===== src/rtl/mpe_pkg.sv =====
package mpe_pkg;
  localparam int unsigned PKT_BYTES = 5;
  localparam int unsigned IDX_W     = $clog2(PKT_BYTES);
  localparam logic [7:0]  HDR_BASE  = 8'h87;

  typedef logic [7:0] byte_t;

  typedef struct packed {
    byte_t hdr;
    byte_t xb;
    byte_t yb;
  } pkt_t;
endpackage


===== src/rtl/mpe_clamp.sv =====
module mpe_clamp #(
  parameter int unsigned IN_W   = 10,
  parameter bit          NEGATE = 1'b0
) (
  input  logic signed [IN_W-1:0] d_i,
  output logic [7:0]             q_o
);
  localparam logic signed [IN_W:0] POS_LIM = (IN_W+1)'(127);
  localparam logic signed [IN_W:0] NEG_LIM = -POS_LIM;

  logic signed [IN_W:0] ext;
  logic signed [IN_W:0] val;

  assign ext = {d_i[IN_W-1], d_i};

  generate
    if (NEGATE) begin : g_neg
      assign val = -ext;
    end else begin : g_pos
      assign val = ext;
    end
  endgenerate

  always_comb begin
    if (val > POS_LIM)      q_o = 8'h7f;
    else if (val < NEG_LIM) q_o = 8'h81;
    else                    q_o = val[7:0];
  end


  always_comb begin
    no_minus128_chk: assert (q_o != 8'h80);
  end
endmodule


===== src/rtl/mpe_seq.sv =====
module mpe_seq
  import mpe_pkg::*;
(
  input  logic             clk_i,
  input  logic             rst_ni,
  input  logic             rpt_valid_i,
  input  logic             ready_i,
  output logic             accept_o,
  output logic             busy_o,
  output logic [IDX_W-1:0] idx_o
);
  localparam logic [IDX_W-1:0] LAST = IDX_W'(PKT_BYTES - 1);

  logic             busy_q;
  logic [IDX_W-1:0] idx_q;

  assign accept_o = rpt_valid_i & ~busy_q;
  assign busy_o   = busy_q;
  assign idx_o    = idx_q;

  always_ff @(posedge clk_i or negedge rst_ni) begin
    if (!rst_ni) begin
      busy_q <= 1'b0;
      idx_q  <= '0;
    end else if (accept_o) begin
      busy_q <= 1'b1;
      idx_q  <= '0;
    end else if (busy_q && ready_i) begin
      if (idx_q == LAST) begin
        busy_q <= 1'b0;
        idx_q  <= '0;
      end else begin
        idx_q <= idx_q + 1'b1;
      end
    end
  end


  accept_busy_chk: assert property (@(posedge clk_i) disable iff (!rst_ni)
    (rpt_valid_i && !busy_q) |=> (busy_q && idx_q == '0));


  stall_hold_chk: assert property (@(posedge clk_i) disable iff (!rst_ni)
    (busy_q && !ready_i) |=> (busy_q && $stable(idx_q)));


  last_done_chk: assert property (@(posedge clk_i) disable iff (!rst_ni)
    (busy_q && ready_i && idx_q == LAST) |=> !busy_q);


  step_chk: assert property (@(posedge clk_i) disable iff (!rst_ni)
    (busy_q && ready_i && idx_q != LAST) |=> (busy_q && idx_q == $past(idx_q) + 1'b1));
endmodule


===== src/rtl/mpe_sel.sv =====
module mpe_sel
  import mpe_pkg::*;
(
  input  pkt_t             pkt_i,
  input  logic [IDX_W-1:0] idx_i,
  output byte_t            byte_o
);
  always_comb begin
    case (idx_i)
      IDX_W'(0): byte_o = pkt_i.hdr;
      IDX_W'(1): byte_o = pkt_i.xb;
      IDX_W'(2): byte_o = pkt_i.yb;
      default:   byte_o = 8'h00;
    endcase
  end
endmodule


===== src/rtl/mouse_pkt_enc.sv =====
module mouse_pkt_enc
  import mpe_pkg::*;
#(
  parameter int unsigned DELTA_W = 10
) (
  input  logic               clk_i,
  input  logic               rst_ni,
  input  logic               rpt_valid_i,
  input  logic [DELTA_W-1:0] dx_i,
  input  logic [DELTA_W-1:0] dy_i,
  input  logic               btn_left_i,
  input  logic               btn_mid_i,
  input  logic               btn_right_i,
  output logic               busy_o,
  output logic [7:0]         byte_o,
  output logic               byte_valid_o,
  input  logic               byte_ready_i
);
  logic             accept;
  logic             busy;
  logic [IDX_W-1:0] idx;
  byte_t            x_enc, y_enc;
  pkt_t             pkt_d, pkt_q;

  mpe_clamp #(.IN_W(DELTA_W), .NEGATE(1'b0)) u_clamp_x (
    .d_i ($signed(dx_i)),
    .q_o (x_enc)
  );

  mpe_clamp #(.IN_W(DELTA_W), .NEGATE(1'b1)) u_clamp_y (
    .d_i ($signed(dy_i)),
    .q_o (y_enc)
  );

  // buttons are active low in the header
  assign pkt_d.hdr = HDR_BASE & ~{5'b0, btn_left_i, btn_mid_i, btn_right_i};
  assign pkt_d.xb  = x_enc;
  assign pkt_d.yb  = y_enc;

  always_ff @(posedge clk_i or negedge rst_ni) begin
    if (!rst_ni)     pkt_q <= '0;
    else if (accept) pkt_q <= pkt_d;
  end

  mpe_seq u_seq (
    .clk_i       (clk_i),
    .rst_ni      (rst_ni),
    .rpt_valid_i (rpt_valid_i),
    .ready_i     (byte_ready_i),
    .accept_o    (accept),
    .busy_o      (busy),
    .idx_o       (idx)
  );

  mpe_sel u_sel (
    .pkt_i  (pkt_q),
    .idx_i  (idx),
    .byte_o (byte_o)
  );

  assign busy_o       = busy;
  assign byte_valid_o = busy;


  out_hold_chk: assert property (@(posedge clk_i) disable iff (!rst_ni)
    (byte_valid_o && !byte_ready_i) |=> (byte_valid_o && $stable(byte_o)));


  pkt_frozen_chk: assert property (@(posedge clk_i) disable iff (!rst_ni)
    busy |=> $stable(pkt_q));


  hdr_form_chk: assert property (@(posedge clk_i) disable iff (!rst_ni)
    (byte_valid_o && idx == '0) |-> (byte_o[7:3] == 5'b10000));


  pad_zero_chk: assert property (@(posedge clk_i) disable iff (!rst_ni)
    (byte_valid_o && idx >= IDX_W'(3)) |-> (byte_o == 8'h00));
endmodule


===== config.mk =====
export PLATFORM = sky130hd
export DESIGN_NAME = mouse_pkt_enc
export DESIGN_NICKNAME = d
export VERILOG_FILES = /design/src/rtl/mpe_pkg.sv /design/src/rtl/mpe_clamp.sv /design/src/rtl/mpe_seq.sv /design/src/rtl/mpe_sel.sv /design/src/rtl/mouse_pkt_enc.sv
export SDC_FILE = /design/constraint.sdc
export NUM_CORES = 1
export LEC_CHECK = 0
export ABC_AREA = 1
export BUFFER_PORTS_ARGS = -buffer_cell sky130_fd_sc_hd__buf_2
export CAP_MARGIN = 20
export CORE_ASPECT_RATIO = 2
export CORE_MARGIN = 2
export CORE_UTILIZATION = 54
export DETAILED_ROUTE_END_ITERATION = 6
export MAX_ROUTING_LAYER = met4
export PLACE_DENSITY = 0.89
export SLEW_MARGIN = 0
export SYNTH_ARGS = -nofsm -noshare
export SYNTH_HDL_FRONTEND = slang
export SYNTH_SLANG_ARGS = --single-unit

===== constraint.sdc =====
create_clock -name clk_i -period 2.1 [get_ports clk_i]
set_clock_uncertainty 0.2 [all_clocks]
set_input_delay 0.105 -clock clk_i [delete_from_list [all_inputs] [get_ports clk_i]]
set_output_delay 0.105 -clock clk_i [all_outputs]
set_load 0.01 [all_outputs]

# Yosys cells after proc, flatten, opt, wreduce, memory -nomap -nowiden
# Index checks and enable logic that the tools add are counted.
[word_totals]
reg_bits = 24
out_inout_bits = 10
wordCells = 33
[op_classes]
addsub = 2
n_lt_le_gt_ge = 4
n_eq_ne = 3
muxes = 11
bitwise = 3
n_reduce_logical = 5
[op_table]
columns = ["op", "n"]
rows = [
  ["$mux W8", 4],
  ["$pmux W8 S3", 1],
  ["$gt A11 B8 Y1 const B", 1],
  ["$lt A11 B8 Y1 const B", 1],
  ["$neg A10 Y11", 1],
  ["$gt A10 B8 Y1 const B", 1],
  ["$lt A10 B8 Y1 const B", 1],
  ["$mux W3", 3],
  ["$not A3 Y8", 1],
  ["$reduce_bool A2 Y1", 2],
  ["$add A3 B1 Y3 const B", 1],
  ["$eq A3 B1 Y1 const B", 1],
  ["$eq A3 B2 Y1 const B", 1],
  ["$eq A3 B3 Y1 const B", 1],
  ["$logic_not A3 Y1", 1],
  ["$mux W1", 3],
  ["$reduce_and A2 Y1", 1],
  ["$and A1 B1 Y1", 1],
  ["$logic_and A1 B1 Y1", 1],
  ["$not A1 Y1", 1],
]

# Longest topological paths before layout
[depth]
depth_word = 4
depth_mapped = 15

# Modules after synthesis
# A second synthesis with hierarchy kept.
[hier_totals]
hier_cells = 275
hier_area_um2 = 1801.7
[by_module_without_submodules]
columns = ["module", "instances", "cells_each", "area_each_um2", "seq_area_each_um2"]
rows = [
  ["mouse_pkt_enc", 1, 87, 764.5, 500.5],
  ["mpe_clamp at u_clamp_y", 1, 93, 440.4, 0.0],
  ["mpe_seq", 1, 29, 234.0, 100.1],
  ["mpe_sel", 1, 38, 224.0, 0.0],
  ["mpe_clamp at u_clamp_x", 1, 28, 138.9, 0.0],
]

# Least setup slack after synthesis
# OpenSTA, ideal clock, no wires.
[synth_path]
path_kind = "reg-to-reg"
start = "register u_seq.busy_q, in the netlist u_seq.busy_o"
end = "register pkt_q[10] (netlist bit)"
arrival_time_ns = 1.298
required_time_ns = 1.817
setup_slack_ns = 0.519
stages_incl_launch_ff = 8
path_buffers = 0
period_less_slack_ns = 1.581
cell_sequence = "dfrtp_1 -> inv_1 -> nand2_2 -> inv_1 -> nand3_1 -> o22ai_1 -> o21ai_0 -> o21ai_0"
[synth_via]
elab_chain_len = 2
[synth_lines]
columns = ["element", "line_no", "rtl"]
rows = [
  ["from (decl)", "mpe_seq.sv:14", "logic busy_q;"],
  ["from (signal assigned)", "mpe_seq.sv:23", "busy_q <= 1'b0;"],
  ["from (signal assigned)", "mpe_seq.sv:26", "busy_q <= 1'b1;"],
  ["from (signal assigned)", "mpe_seq.sv:30", "busy_q <= 1'b0;"],
  ["$not A1 Y1", "mpe_seq.sv:17", "assign accept_o = rpt_valid_i & ~busy_q;"],
  ["$and A1 B1 Y1", "mpe_seq.sv:17", ""],
  ["to (signal assigned)", "mouse_pkt_enc.sv:42", "else if (accept) pkt_q <= pkt_d;"],
  ["to (decl)", "mouse_pkt_enc.sv:23", "pkt_t pkt_d, pkt_q;"],
]
# Every way passes these cells.
# A chain may end at the register's enable or synchronous reset.

# Final worst setup path
[layout_path]
start = "register u_seq.idx_q[0], in the netlist u_seq.idx_o[0]"
end = "output port byte_o[7]"
[layout_via]
elab_chain_len = 2
[layout_lines]
columns = ["element", "line_no", "rtl"]
rows = [
  ["from (decl)", "mpe_seq.sv:15", "logic [IDX_W-1:0] idx_q;"],
  ["from (signal assigned)", "mpe_seq.sv:33", "idx_q <= idx_q + 1'b1;"],
  ["$eq A3 B2 Y1 (tied with other cells)", "mpe_sel.sv:9", "case (idx_i)"],
  ["$pmux W8 S3 (*)", "mpe_sel.sv:9", ""],
  ["to (decl)", "mouse_pkt_enc.sv:15", "output logic [7:0] byte_o,"],
]
# Every way passes the cells marked *; elsewhere a longest branch is shown, timed or not.

==> flow_metrics.tcl <==
set metrics [dict create \
    port-buffer-count 36 \
    synth-edff-count 0 \
    pin_count 37 \
    wl_per_cell_microns 12.8 \
    synth_area_sq_um 1680 \
    clk_pin_slew_ns 0.08 \
    synth_commonest_cells "nand2_1, inv_1, o21ai_0" \
    cp_top_family "buffers and inverters" \
    status "completed" \
    grt_start_max_net_pins 25 \
    cts_tree "yes" \
    cp_data_arrival_time_ns 1.55 \
    ff2ff_path_depth 7 \
    synth.distinct_cells 27 \
    finalCritPeriodShare 0.885 \
    finalNonFillerCells 313 \
    syn_avg_cell_area_sq_um 7.23 \
    place.gp.congestion 0.897 \
    htreeDepth 1 \
    grt_pass1_vias 1638 \
    grt_setup_unrepaired "no" \
    drive_gt1_frac 0.261 \
    p_leak_nw 1.05 \
    synth_nets 265 \
    min_period_ns 1.86 \
    synth_area_leaders "dfrtp_1, nand2_1, o21ai_0" \
    die-area_sq_um 3600 \
    placed_cells 297 \
    syn_inst 232 \
    grt_pass1_wl_mm 6.54 \
    powerDensity_nw_per_um2 988 \
    cp_cell_sequence "inv_1 > ha_1 > nand2_1 > inv_1 > nand2_1 > o211ai_1 > buf_2" \
    antenna_found_initial 0 \
    cap_violations 0 \
    numCtsBuffers 3 \
    num_antenna_cells 0 \
    drtIter0Drc 39 \
    clock.fmax_mhz 538 \
    cts_sinks 24 \
    slew_headroom 0.646 \
    timing_hold_violations_final 0 \
    ant_nets 0 \
    worstHoldStart "rpt_valid_i" \
    max_stage_delay_ns 0.40 \
    hold_depth 4 \
    cts_root_buf "clkbuf_8" \
    yosysWarnings 0 \
    finalSetupTns_ns 0 \
    synth_seq_area_share 0.358 \
    layout.nets 318 \
    cts.path.max_buffers 2 \
    routed_via_density 5.43 \
    dr.pass1.iters 4 \
    holdCritPathClass "input port to register" \
    setup_viol 0 \
    die_y_microns 82.8 \
    ctsResizeCount 0 \
    ys_ff_latch 24 \
    report.final.slew_viol_count 0 \
    start_util 0.563 \
    end_kind "primary output" \
    crit_fanout 6 \
    r2r_end "pkt_q[11]" \
    critical-path-slowest-cell "dfrtp_1" \
    synth_ff_type "dfrtp_1" \
    crit_buf_inv 3 \
    clk_latency_ns 0.26 \
    drc 0 \
    synth-async-reset-ratio 1.00 \
    synth_top_area_cell "dfrtp_1" \
    core-area_sq_um 2980 \
    reg2reg_from "u_seq.busy_o" \
    reg2reg_slack_ns 0.34 \
    p_total_mw 2.04 \
    irDropWorstVdd_mv 0.409 \
    place_hpwl_mm 3.03 \
    criticalPathCategory "register to primary output" \
    synth_top_area_frac 0.358 \
    crit_path_start_kind "register" \
    whs_endpoint "pkt_q[7]" \
    overflow 0 \
    final_util 0.694 \
    syn_to_final_growth_pct 23.2 \
    required_ns 1.79 \
    grt_use_total 0.240 \
    wirelength_mm 4.00 \
    vias 1700 \
    synth_most_common_cell "nand2_1" \
    cp.depth 7 \
    rows 28 \
    die_x_microns 43.4 \
    worstMarginPinSlew_ns 0.531 \
]
## worst reg2reg max path, cell delays in order (launching register included)
cell	delay [ns]
dfrtp_1	0.44
inv_1	0.11
nand2_2	0.12
inv_1	0.10
nand3_1	0.07
o22ai_1	0.36
o21ai_0	0.17
o21ai_0	0.11
## placed cells by master (no fill, tap or decap), types with 3 or more instances in the layout
master | synthesis | routed
a21oi_2 | 4 | 4
buf_2 | 0 | 36
clkbuf_8 | 0 | 3
dfrtp_1 | 24 | 24
dlygate4sd3_1 | 0 | 13
ha_1 | 6 | 6
inv_1 | 30 | 30
inv_2 | 5 | 5
nand2_1 | 55 | 55
nand2_2 | 5 | 5
nand2_4 | 4 | 4
nand3_1 | 15 | 15
nand4_1 | 4 | 4
nor2_1 | 21 | 21
nor2_2 | 7 | 7
o211ai_1 | 4 | 4
o21ai_0 | 25 | 25
o21ai_1 | 4 | 4
o22ai_1 | 3 | 3
## power breakdown
part / internal, mW / switching (mW) / total (mW) / leakage [nW]
clock network: 0.128 / 0.133 / 0.261 / 0.0216
registers: 0.671 / 0.106 / 0.777 / 0.279
logic: 0.386 / 0.618 / 1.00 / 0.754
## layout make-up
| type | count | area (sq um) |
|---|---|---|
| Fill cell | 240 | 911 |
| Tap cell | 30 | 37.5 |
| Clock buffer | 3 | 41.3 |
| Multi-Input combinational cell | 170 | 931 |
| Sequential cell | 24 | 601 |
| Timing Repair Buffer | 51 | 325 |
| Inverter | 35 | 131 |
## worst max path at each step
stage | startpoint | to | slack, ns
finish | u_seq.idx_o[0] | byte_o[7] | 0.24
global route | u_seq.idx_o[0] | byte_o[7] | 0.12
CTS | u_seq.idx_o[0] | byte_o[0] | 0.24
detailed placement | dy_i[0] | pkt_q[0] | 0.21
global placement | dy_i[0] | pkt_q[1] | 0.25
floorplan | u_seq.busy_o | pkt_q[10] | 0.52
## cells by family after synthesis
kind of cell             share of synthesized area
AND/OR/NAND/NOR                              0.356
AO/OA/AOI/OAI                                0.154
buffers and inverters                       0.0873
flip-flops                                   0.358
adder cells (fa/ha/maj)                     0.0447
## stage by stage
stage	worst slack, ns	instance area (sq um)	hold slack (ns)
floorplan	0.519	1680	-0.391
global placement	0.250	1900	-0.0956
detailed placement	0.213	1900	-0.0975
CTS	0.240	2070	0.0189
global route	0.123	2070	0.0648
finish	0.242	2070	0.0237
## sequential cells by signal (all words and copies together), names as in the netlist
register and flops:
u_seq.idx_o 3, pkt_q 20, u_seq.busy_o 1
## metal layers
layer	up-vias	part of all wire	track usage
li1	853	-	-
met1	789	0.35	0.219
met2	43	0.57	0.440
met3	15	0.028	0.0217
met4	0	0.050	0.154
met5	-	0	-
## timing repair
action,in CTS,in global routing
buffers inserted,0,0
endpoints found under the hold margin,36,0
hold buffers,13,0
No activity file was read; power rests on OpenSTA's default activity.
